===== src/rtl/fxflag_pkg.sv =====
package fxflag_pkg;

    localparam int XLEN      = 64;
    localparam int HALF      = XLEN / 2;
    localparam int NREG_OPS  = 3;
    localparam int NSLOT     = NREG_OPS + 1;
    localparam int CNT_W     = $clog2(NREG_OPS + 1);
    localparam int CR_W      = 4;

    // bit positions inside the condition field
    localparam int CR_NEG  = 3;
    localparam int CR_POS  = 2;
    localparam int CR_ZERO = 1;
    localparam int CR_SO   = 0;

    typedef enum logic [1:0] {
        OVS_HOLD  = 2'd0,
        OVS_ARITH = 2'd1,
        OVS_DIV   = 2'd2
    } ovf_src_e;

    typedef struct packed {
        logic            ca;
        logic            ca32;
        logic            ov;
        logic            ov32;
        logic            so;
        logic [CR_W-1:0] cr0;
    } fx_flags_t;

    localparam fx_flags_t FLAGS_CLEAR = '0;

    // signed overflow from sign bits: operands agree, result disagrees
    function automatic logic sign_ovf(input logic s0, input logic s1, input logic sr);
        return (s0 == s1) && (sr != s0);
    endfunction

endpackage


===== src/rtl/fxflag_oplist.sv =====
module fxflag_oplist
    import fxflag_pkg::*;
(
    input  logic [NREG_OPS-1:0][XLEN-1:0] regs,
    input  logic [CNT_W-1:0]              opnd_cnt,
    input  logic                          inv_a,
    input  logic                          imm_valid,
    input  logic [XLEN-1:0]               imm_data,
    output logic [NSLOT-1:0][XLEN-1:0]    ops,
    output logic [NSLOT-1:0]              live
);

    genvar k;
    generate
        for (k = 0; k < NSLOT; k++) begin : g_slot
            logic from_reg;
            logic from_imm;
            assign from_imm = imm_valid && (int'(opnd_cnt) == k);
            if (k < NREG_OPS) begin : g_reg
                logic [XLEN-1:0] rv;
                assign from_reg = (k < int'(opnd_cnt));
                if (k == 0) begin : g_first
                    assign rv = inv_a ? ~regs[k] : regs[k];
                end else begin : g_other
                    assign rv = regs[k];
                end
                assign ops[k] = from_reg ? rv : (from_imm ? imm_data : '0);
            end else begin : g_tail
                assign from_reg = 1'b0;
                assign ops[k]   = from_imm ? imm_data : '0;
            end
            assign live[k] = from_reg || from_imm;
        end
    endgenerate

endmodule


===== src/rtl/fxflag_carry.sv =====
module fxflag_carry
    import fxflag_pkg::*;
(
    input  logic [NSLOT-1:0][XLEN-1:0] ops,
    input  logic [NSLOT-1:0]           live,
    input  logic [XLEN-1:0]            result,
    input  logic                       is_add,
    output logic                       ca_new,
    output logic                       ca32_new
);

    logic [NSLOT-1:0] gt_full;
    logic [NSLOT-1:0] gt_low;

    genvar k;
    generate
        for (k = 0; k < NSLOT; k++) begin : g_cmp
            assign gt_full[k] = live[k] && (ops[k] > result);
            assign gt_low[k]  = live[k] && (ops[k][HALF-1:0] > result[HALF-1:0]);
        end
    endgenerate

    logic add_par;
    assign add_par = result[HALF]
                   ^ (live[0] & ops[0][HALF])
                   ^ (live[1] & ops[1][HALF]);

    assign ca_new   = |gt_full;
    assign ca32_new = is_add ? add_par : (|gt_low);

endmodule


===== src/rtl/fxflag_ovf.sv =====
module fxflag_ovf
    import fxflag_pkg::*;
(
    input  logic     ovf_en,
    input  logic     two_plus,
    input  logic     divovf_valid,
    input  logic     divovf_val,
    input  logic     op0_s64,
    input  logic     op1_s64,
    input  logic     res_s64,
    input  logic     op0_s32,
    input  logic     op1_s32,
    input  logic     res_s32,
    output ovf_src_e src,
    output logic     ov_new,
    output logic     ov32_new
);

    always_comb begin
        if (!ovf_en)           src = OVS_HOLD;
        else if (divovf_valid) src = OVS_DIV;
        else if (two_plus)     src = OVS_ARITH;
        else                   src = OVS_HOLD;
    end

    always_comb begin
        unique case (src)
            OVS_DIV: begin
                ov_new   = divovf_val;
                ov32_new = divovf_val;
            end
            OVS_ARITH: begin
                ov_new   = sign_ovf(op0_s64, op1_s64, res_s64);
                ov32_new = sign_ovf(op0_s32, op1_s32, res_s32);
            end
            default: begin
                ov_new   = 1'b0;
                ov32_new = 1'b0;
            end
        endcase
    end

endmodule


===== src/rtl/fxflag_cr.sv =====
module fxflag_cr
    import fxflag_pkg::*;
(
    input  logic [XLEN-1:0] result,
    input  logic            so_next,
    output logic [CR_W-1:0] cr_new
);

    logic is_zero;
    logic is_neg;

    assign is_zero = (result == '0);
    assign is_neg  = result[XLEN-1];

    always_comb begin
        cr_new          = '0;
        cr_new[CR_NEG]  = is_neg;
        cr_new[CR_POS]  = !is_neg && !is_zero;
        cr_new[CR_ZERO] = is_zero;
        cr_new[CR_SO]   = so_next;
    end

endmodule


===== src/rtl/fxflag_unit.sv =====
module fxflag_unit
    import fxflag_pkg::*;
(
    input  logic                 clk,
    input  logic                 rst,
    input  logic                 upd_valid,
    input  logic [XLEN-1:0]      opnd_a,
    input  logic [XLEN-1:0]      opnd_b,
    input  logic [XLEN-1:0]      opnd_c,
    input  logic [CNT_W-1:0]     opnd_cnt,
    input  logic                 inv_a,
    input  logic                 imm_valid,
    input  logic [XLEN-1:0]      imm_data,
    input  logic [XLEN-1:0]      result,
    input  logic                 is_add,
    input  logic                 carry_en,
    input  logic                 ovf_en,
    input  logic                 rec_en,
    input  logic                 divovf_valid,
    input  logic                 divovf_val,
    input  logic [1:0]           done_mask,
    output logic                 ca,
    output logic                 ca32,
    output logic                 ov,
    output logic                 ov32,
    output logic                 so,
    output logic [CR_W-1:0]      cr0
);

    logic [NREG_OPS-1:0][XLEN-1:0] regs;
    logic [NSLOT-1:0][XLEN-1:0]    ops;
    logic [NSLOT-1:0]              live;

    assign regs[0] = opnd_a;
    assign regs[1] = opnd_b;
    assign regs[2] = opnd_c;

    fxflag_oplist u_oplist (
        .regs      (regs),
        .opnd_cnt  (opnd_cnt),
        .inv_a     (inv_a),
        .imm_valid (imm_valid),
        .imm_data  (imm_data),
        .ops       (ops),
        .live      (live)
    );

    logic ca_new;
    logic ca32_new;

    fxflag_carry u_carry (
        .ops      (ops),
        .live     (live),
        .result   (result),
        .is_add   (is_add),
        .ca_new   (ca_new),
        .ca32_new (ca32_new)
    );

    ovf_src_e ovf_src;
    logic     ov_new;
    logic     ov32_new;

    fxflag_ovf u_ovf (
        .ovf_en       (ovf_en),
        .two_plus     (live[1]),
        .divovf_valid (divovf_valid),
        .divovf_val   (divovf_val),
        .op0_s64      (ops[0][XLEN-1]),
        .op1_s64      (ops[1][XLEN-1]),
        .res_s64      (result[XLEN-1]),
        .op0_s32      (ops[0][HALF-1]),
        .op1_s32      (ops[1][HALF-1]),
        .res_s32      (result[HALF-1]),
        .src          (ovf_src),
        .ov_new       (ov_new),
        .ov32_new     (ov32_new)
    );

    fx_flags_t cur;
    fx_flags_t nxt;
    logic      ovf_eval;
    logic      so_next;
    logic [CR_W-1:0] cr_new;

    assign ovf_eval = upd_valid && (ovf_src != OVS_HOLD);
    assign so_next  = ovf_eval ? (cur.so | ov_new) : cur.so;

    fxflag_cr u_cr (
        .result  (result),
        .so_next (so_next),
        .cr_new  (cr_new)
    );

    always_comb begin
        nxt = cur;
        if (upd_valid) begin
            if (carry_en) begin
                if (!done_mask[0]) nxt.ca   = ca_new;
                if (!done_mask[1]) nxt.ca32 = ca32_new;
            end
            if (ovf_eval) begin
                nxt.ov   = ov_new;
                nxt.ov32 = ov32_new;
            end
            nxt.so = so_next;
            if (rec_en) nxt.cr0 = cr_new;
        end
    end

    always_ff @(posedge clk) begin
        if (rst) cur <= FLAGS_CLEAR;
        else     cur <= nxt;
    end

    assign ca   = cur.ca;
    assign ca32 = cur.ca32;
    assign ov   = cur.ov;
    assign ov32 = cur.ov32;
    assign so   = cur.so;
    assign cr0  = cur.cr0;

endmodule


===== config.mk =====
export PLATFORM = sky130hd
export DESIGN_NAME = fxflag_unit
export DESIGN_NICKNAME = d
export VERILOG_FILES = /design/src/rtl/fxflag_pkg.sv /design/src/rtl/fxflag_oplist.sv /design/src/rtl/fxflag_carry.sv /design/src/rtl/fxflag_ovf.sv /design/src/rtl/fxflag_cr.sv /design/src/rtl/fxflag_unit.sv
export SDC_FILE = /design/constraint.sdc
export NUM_CORES = 1
export LEC_CHECK = 0
export BUFFER_PORTS_ARGS = -buffer_cell sky130_fd_sc_hd__buf_2
export CORE_MARGIN = 3
export CORE_UTILIZATION = 57
export DETAILED_ROUTE_END_ITERATION = 10
export PLACE_DENSITY = 0.9
export RECOVER_POWER = 25
export SYNTH_ARGS = -nofsm -noshare
export SYNTH_HDL_FRONTEND = slang
export SYNTH_SLANG_ARGS = --single-unit

===== constraint.sdc =====
create_clock -name clk -period 6.5 [get_ports clk]
set_input_delay 0 -clock clk [delete_from_list [all_inputs] [get_ports clk]]
set_output_delay 0 -clock clk [all_outputs]
set_load 0.05 [all_outputs]

**Word-level counts from Yosys, hierarchy flattened**

Index checks and enable logic that the tools add are counted.

- Bits in registers: 9
- Input port bits: 335

- Order comparisons: 11
- Eq/ne operators: 9
- Multiplexer cells: 15
- Bitwise gates (word level): 8
- Reduce and logical (&&, ||, !) cells: 30

Operators with widths:

| cell | number |
|---|---|
| $mux 64 | 8 |
| $gt 64x64->1 | 4 |
| $gt 32x32->1 | 4 |
| $logic_not 64->1 | 1 |
| $not 64->64 | 1 |
| $logic_and 1x1->1 | 16 |
| $reduce_or 4->1 | 2 |
| $eq 2x2->1 const B | 3 |
| $reduce_and 3->1 | 2 |
| $eq 2x1->1 const B | 2 |
| $lt 1x2->1 const A | 2 |
| $mux 2 | 2 |
| $pmux 1 s2 | 2 |
| $reduce_and 2->1 | 2 |
| $logic_or 1x1->1 | 3 |
| $mux 1 | 3 |
| $and 1x1->1 | 2 |
| $eq 1x1->1 | 2 |
| $logic_not 1->1 | 2 |
| $logic_not 2->1 | 1 |
| $lt 2x2->1 const A | 1 |
| $ne 1x1->1 | 2 |
| $not 1->1 | 2 |
| $reduce_bool 2->1 | 1 |
| other kinds (2) | 3 |

**Logic depth before layout (Yosys ltp)**

Gate-level depths: netlist (run 1).

- Depth in word-level cells: 10
- Depth in mapped cells: 15

**Cells and area by module**

From an unflattened synthesis (run 1), not the netlist that was laid out.

- Cell total of the unflattened synthesis: 1513
- Area total of the unflattened synthesis: 10535.1 µm²

Modules (own cells, without submodules):

| module | times used | cells an instance | area an instance (µm²) |
|---|---|---|---|
| fxflag_carry | 1 | 742 | 5785.5 |
| fxflag_oplist | 1 | 689 | 4033.9 |
| fxflag_unit | 1 | 43 | 424.2 |
| fxflag_cr | 1 | 25 | 188.9 |
| fxflag_ovf | 1 | 14 | 102.6 |

**Worst setup path before layout (run 1)**

Ideal clock, no wire load.

- Path kind: input-to-reg
- From: input port opnd_cnt[0]
- To: register cur (netlist bit ca)
- Library setup time: 0.133 ns
- Arrival time: 2.903 ns
- Required time: 6.367 ns
- Setup slack: 3.464 ns
- Stages on the path: 15
- Path through: clkbuf_1 nor2_1 clkbuf_1 clkbuf_1 clkbuf_1 nand3_1 o21ai_0 ha_1 a21oi_1 nand2_1 a21o_1 o41ai_1 a211oi_1 a2111oi_1 a21oi_1

- Word-level cells in the longest chain between the ends: 7
- Elaborated cells between the ends (all ways): 30
- Those cells by class: order compare: 7; eq/ne: 3; mux: 7; reduce/logical: 13

RTL lines:

| what | RTL line | RTL |
|---|---|---|
| from (decl) | fxflag_unit.sv:10 | `input logic [CNT_W-1:0] opnd_cnt,` |
| $eq 2x2->1 or $logic_not 2->1 (tied branches) | fxflag_oplist.sv:18 | `assign from_imm = imm_valid && (int'(opnd_cnt) == k);` |
| $logic_and 1x1->1 | fxflag_oplist.sv:18 |  |
| $mux 64 (2 in a row) | fxflag_oplist.sv:27 | `assign ops[k] = from_reg ? rv : (from_imm ? imm_data : '0);` |
| $gt 64x64->1 | fxflag_carry.sv:18 | `assign gt_full[k] = live[k] && (ops[k] > result);` |
| $logic_and 1x1->1 | fxflag_carry.sv:18 |  |
| $reduce_or 4->1 (*) | fxflag_carry.sv:28 | `assign ca_new = \|gt_full;` |
| to (signal assigned) | fxflag_unit.sv:113 | `else cur <= nxt;` |
| to (decl) | fxflag_unit.sv:80 | `fx_flags_t cur;` |

Mark *: on every way between the ends. The rest lies on a longest branch, timed or not.
A chain may end at the register's enable or synchronous reset.

**Final worst setup path (run 1)**

- From: input port opnd_cnt[1]
- To: register cur (netlist bit ca)

The elaborated chain is that of the path after synthesis.

==> reports/metrics.cfg, run 1 <==
[logic_synthesis]
syn_inst=1264
async_flop_share_pct=0
ys_types=65
synth_edf_count=0
ys_ff_latch=9
ys.flop_type=dfxtp_1
yosysWarnings=0
syn_area_sq_um=9420
synth-seq-area-share_pct=1.91
syn-num-nets=1855
avgSynthCellArea_sq_um=7.45

[power_and_ir_drop]
pwr-share-comb_pct=81.1
p_seq_share_pct=6.3
power_uw=941
clkPwrFrac_pct=12.6
ir_drop_uv=69.8
switching_power_uw=480
power_density_nw_per_um2=83.3
switching_share_pct=51.0
p_leak_uw=0.00583
p_int_uw=461

[place]
io_buffer_count=343
dpl.hpwl_um=32400
routabilityCongestion=1.05
dp_slack_ns=2.67
placed_cell_area_sq_um=11200

[setup_path]
arrival_ns=3.90
reg2reg_from=ca32
critPathKind=input port to flop
timing.critical_path.from=opnd_cnt[1]
startpoint_type=input port
path_max_fanout=96
critPathCaptureType=flop
required_ns=6.62

[sta]
finalMaxSlewViolations=0
rsz0062_at_grt=no
hold_viol=0
finalClockSkew_ns=0.0000373
period_needed_ns=3.78
setup_violations=0
timing.hold.ws_ns=0.0446
worst_pin_slew_ns=1.00
slew_headroom_pct=33.1
setup_ws_ns=2.72
fin_tns_setup_ns=0
timing.final.crit_share_pct=58.1
fmax_mhz=265

[min_path]
hp-class=input port to flop
min_from=rec_en

[floorplan]
io_pins=344
start_util_pct=58.9
rows=46
dieArea_sq_um=18100
die_h_um=135
core_area_sq_um=16000
die_x_um=135

[clocking]
cts.sinks=9
holdBufCountCts=0
clock-root-buffer=clkbuf_16
clock_tree.buffer_depth=2
cts_resized=0
cts_setup_buffers=0
cts_tree=done
clkTransAtPathRegs_ns=0.05
cts_buffers=3
clk_latency_ns=0.24
cts.htree.levels=1

[routing]
vias=11900
ant_nets=0
wirelength_um=39000
drc=0
drt_iter0_markers=1184
met1_length_um=15000
wl_met3_um=4710
dr_wl_met2_um=17200
drt_pass1_iterations=5
wl_per_cell_um=22.0
maxUsedRoutingLayer=met5
via_per_inst=6.70

[grt]
grt_start_max_net_pins=97
grt-ovfl-total=0
grt_pass1_vias=11500
antenna_found_initial=3
grt_first_pass_wirelength_um=60500
grt_usage_pct=41.4

[finish]
nets=2144
layout-drive-gt1-share_pct=23.6
area_growth_pct=20.0
stdcell_area_sq_um=11300
final_common_cell=buf_2
layout_common_cells=339 x buf_2, 256 x ha_1, 125 x a22o_1

[flow_run]
maxCapViolCount=0

[run_status]
run_status=completed

[state kept, by name, summed over array words and instances, names as in the netlist]
register	flops
ca32	1
ca	1
cr0	4
so	1
ov	1
ov32	1
[worst max-delay path, stage by stage]
cell	delay, ns
buf_2	0.28
nor2_4	0.51
buf_4	0.73
o21ai_0	0.33
ha_1	0.42
nand4_1	0.21
nor4_1	0.50
nand3_1	0.12
o21ai_0	0.17
a211oi_1	0.10
a2111oi_1	0.35
a21oi_1	0.11
[through the flow]
stage	utilization, %	instances
floorplan	-	1264
global placement	70.1	1764
detailed placement	70.1	1764
CTS	70.6	1768
global route	70.6	1768
finish	70.6	1770
[kinds of logic (layout without fill, tap and decap cells)]
group	after synthesis	in the layout	synth area share, %
AO/OA/AOI/OAI	416	416	30.1
AND/OR/NAND/NOR	380	380	22.2
adder cells (fa/ha/maj)	256	256	34.0
buffers and inverters	134	422	5.42
XOR/XNOR	68	68	6.32
flip-flops	9	9	1.91
multiplexers	1	1	0.106
other	0	2	0
[synthesized netlist by cell type (all sizes together), types with 3 or more instances]
cell / instances / area share [%]
a2111oi: 6 / 0.64
a211oi: 9 / 0.72
a21boi: 5 / 0.44
a21o: 26 / 2.1
a21oi: 109 / 5.8
a221o: 5 / 0.53
a221oi: 3 / 0.28
a22o: 125 / 12
a31oi: 4 / 0.27
and2: 64 / 4.3
and3: 5 / 0.33
and4: 4 / 0.37
buf: 14 / 0.64
clkbuf: 53 / 2.1
dfxtp: 9 / 1.9
ha: 256 / 34
inv: 67 / 2.7
nand2: 64 / 2.6
nand3: 103 / 5.5
nand4: 53 / 3.7
nor2: 25 / 1.0
nor2b: 8 / 0.53
nor3: 10 / 0.53
nor4: 29 / 2.2
o211ai: 7 / 0.56
o21a: 4 / 0.32
o21ai: 92 / 4.9
o31ai: 5 / 0.40
xnor2: 64 / 6.0
xor2: 4 / 0.37
[power by group through the flow]
stage	clock network (uW)	logic [uW]	registers, uW
6_report	119	763	59.1
2_1_floorplan	0	448	67.6
3_5_place_dp	0	739	60.1
5_1_grt	121	838	59.2
4_1_cts	118	743	59.1
3_3_place_gp	0	724	60.1
[area by class of cell]
class,instances,area (sq um)
multi-input cells,1121,8740
fillers,1430,4700
repair buffers,351,1780
well taps,216,270
inverters,67,251
flip-flops and latches,9,180
clock buffers,4,78.8
diodes,2,5.00
[worst paths after layout]
check	end	slack, ns	cells past startpoint
hold reg to reg	cr0[3]	0.46	2
setup reg to reg	ca32	5.49	3
hold / removal	cr0[0]	0.04	2
setup / recovery	ca	2.72	12
[metal layers]
metal,vias up,track usage (%)
met5,-,0
met4,6,17.9
met3,173,8.05
met2,836,66.9
met1,5381,53.8
li1,5458,-
(Power assumes the default switching activity.)
==> inputs of run 2 (changes only) <==
ABC_AREA = 1   (was default)
CORE_UTILIZATION = 48   (was 57)
PLACE_DENSITY = 0.81   (was 0.9)
clock period = 3.2 ns   (was 6.5 ns; I/O delays follow)
==> reports/metrics.cfg, run 2 <==
[routing]
drt_pass1_iterations=5  ; unchanged
wl_per_cell_um=17.2  ; -22%
via_per_inst=5.60  ; -16%
wirelength_um=37200  ; -4.6%
drc=0  ; unchanged
drt_iter0_markers=790  ; -33%
ant_nets=0  ; unchanged
vias=12100  ; +1.9%

[logic_synthesis]
ys.flop_type=dfxtp_1
avgSynthCellArea_sq_um=5.99  ; -20%
synth_commonest_cells=385 x nand2_1, 256 x ha_1, 202 x inv_1
synth_top_area_share_pct=33.7  ; -0.33 points
synthTopCellsByArea=ha_1 34%, nand2_1 15%, o21ai_0 8.6%, inv_1 8.0%, a21oi_1 7.0%
syn_area_sq_um=9510  ; +0.98%
synth_edf_count=0  ; unchanged
syn_inst=1587  ; +26%
yosysWarnings=0  ; unchanged
synth-seq-area-share_pct=1.89  ; -0.019 points
yosysTopAreaCell=ha_1
yosysMostFrequentCell=nand2_1
ys_ff_latch=9  ; unchanged
async_flop_share_pct=0  ; unchanged
syn-num-nets=2178  ; +17%
ys_types=33  ; -49%

[flow_run]
maxCapViolCount=0  ; unchanged

[grt]
grt_pass1_vias=11700  ; +1.9%
grt_usage_pct=32.5  ; -9.0 points
grt_first_pass_wirelength_um=57900  ; -4.3%
grt_start_max_net_pins=69  ; -29%
grt-ovfl-total=0  ; unchanged
antenna_found_initial=0  ; -3

[min_path]
min_from=rst
hp-class=input port to flop

[finish]
final_common_cell=nand2_1
nFillCells=1887  ; +32%
finish.utilization_pct=60.8  ; -9.8 points
layout_common_cells=385 x nand2_1, 339 x buf_2, 256 x ha_1
largest_reg_flops=4  ; unchanged
layout-drive-gt1-share_pct=19.4  ; -4.2 points
antenna_cells=0  ; -2
nets=2490  ; +16%
area_growth_pct=22.1

[setup_path]
startpoint_type=input port
crit_path_top_delay_cell=buf_4
required_ns=3.33  ; -3.29 ns
crit_chain=buf_2, buf_12, nor2_4, nand2_2, buf_4, o22ai_1, ha_1, nand4_1, nor2_1, nand3b_1, nor2_1, a31oi_1, nand2_1, nand3_1, nor2_1, nor2_1
cp_top_family=simple AND/OR/NAND/NOR gates
crit_path_frequent_cell=nor2_1
reg2reg_from=cr0[2]
critPathCaptureType=flop
arrival_ns=2.72  ; -1.18 ns
critPathMaxStageDelay_ns=0.37  ; -0.36 ns
worst-path-buf-inv=3  ; +1
r2r_setup_slack_ns=2.50  ; -2.99 ns
path_max_fanout=68  ; -29%
timing.critical_path.from=opnd_cnt[1]
critPathKind=input port to flop

[floorplan]
die_x_um=147  ; +9.1%
die_h_um=147  ; +9.1%
rows=50  ; +8.7%
dieArea_sq_um=21500  ; +19%
io_pins=344  ; unchanged
core_area_sq_um=19100  ; +19%
start_util_pct=49.8  ; -9.0 points

[sta]
timing.final.crit_share_pct=81.0
hold_viol=0  ; unchanged
rsz0062_at_grt=no
finalMaxSlewViolations=0  ; unchanged
setup_ws_ns=0.608  ; -2.11 ns
period_needed_ns=2.59
fmax_mhz=386
timing.hold.ws_ns=0.0305  ; -0.0141 ns
fin_tns_setup_ns=0  ; unchanged
worst_pin_slew_ns=0.800  ; -0.204 ns
setup_violations=0  ; unchanged
slew_headroom_pct=46.2  ; +13 points
finalClockSkew_ns=0.0000285  ; -0.00000885 ns

[clocking]
cts.sinks=9  ; unchanged
cts.htree.levels=1  ; unchanged
clock-root-buffer=clkbuf_16
clk_latency_ns=0.23  ; about the same
clock_tree.buffer_depth=2  ; unchanged
holdBufCountCts=0  ; unchanged
clkTransAtPathRegs_ns=0.05  ; about the same
cts_resized=0  ; unchanged
cts_buffers=3  ; unchanged
cts_tree=done
cts_setup_buffers=0  ; unchanged

[place]
routabilityCongestion=1.01  ; -3.4%
dpl.hpwl_um=31300  ; -3.5%
dp_slack_ns=0.410  ; -2.26 ns
io_buffer_count=343  ; unchanged

[run_status]
run_status=completed

[power_and_ir_drop]
p_leak_uw=0.00669  ; +15%
power_density_nw_per_um2=163  ; +96%
ir_drop_uv=134  ; +92%

[run 2: cell count changes after synthesis, moves of 62 or more]
cell	delta
nand3_1	-84
o22ai_1	+62
nand2_1	+322
and2_1	-64
nor2_1	+113
inv_1	+135
o21ai_0	+75
a22o_1	-125
[run 2: per-stage QoR]
| step | cells | power [uW] | area, sq um |
|---|---|---|---|
| after floorplan | 1587 | 1080 | 9510 |
| after global placement | 2154 | 1590 | 11500 |
| after detailed placement | 2154 | 1630 | 11500 |
| after CTS | 2158 | 1870 | 11600 |
| after global routing | 2158 | 2090 | 11600 |
| final | 2158 | 1890 | 11600 |
[run 2: kinds of logic after synthesis]
group / Yosys count / share of synthesized area [%]
adders and majority gates: 256 / 33.7
buffers and inverters: 257 / 10.3
and+or+nand+nor: 609 / 25.9
AOI/OAI and AO/OA: 390 / 22.2
DFF: 9 / 1.89
xor gates and xnor gates: 66 / 6.08
[run 2: worst register-to-register path: stages, from the launching register on]
cell and delay (ns):
dfxtp_1 0.34, nand2_1 0.06, a21oi_1 0.14, nand2_1 0.06, inv_1 0.05
[run 2: worst paths after layout]
check	cells past startpoint	end
worst max register to register	4	cr0[2]
worst min register to register	2	cr0[1]
worst max-delay path	16	ca
worst min-delay path	2	cr0[1]
[run 2: final cells by class]
class                           instances  area, sq um  area share (%)
Multi-Input combinational cell       1321         8360            72.0
Timing Repair Buffer                  361         1900            16.4
Inverter                              203          762            6.56
Tap cell                              260          325            2.80
Sequential cell                         9          180            1.55
Clock buffer                            4         78.8           0.679
[run 2: routing by layer]
layer / global-route usage [%] / part of all wire, % / up-vias
li1: - / - / 5994
met2: 55.6 / 46 / 665
met5: 0 / 0 / -
met1: 42.4 / 41 / 5330
met3: 3.86 / 9.3 / 94
met4: 10.6 / 3.5 / 0
[run 2: where the power goes]
group          internal, uW  switching, uW  leakage (uW)  total (uW)
logic                   624            913       0.00658        1540
registers               118           3.95     0.0000735         122
clock network           168           64.6     0.0000382         232
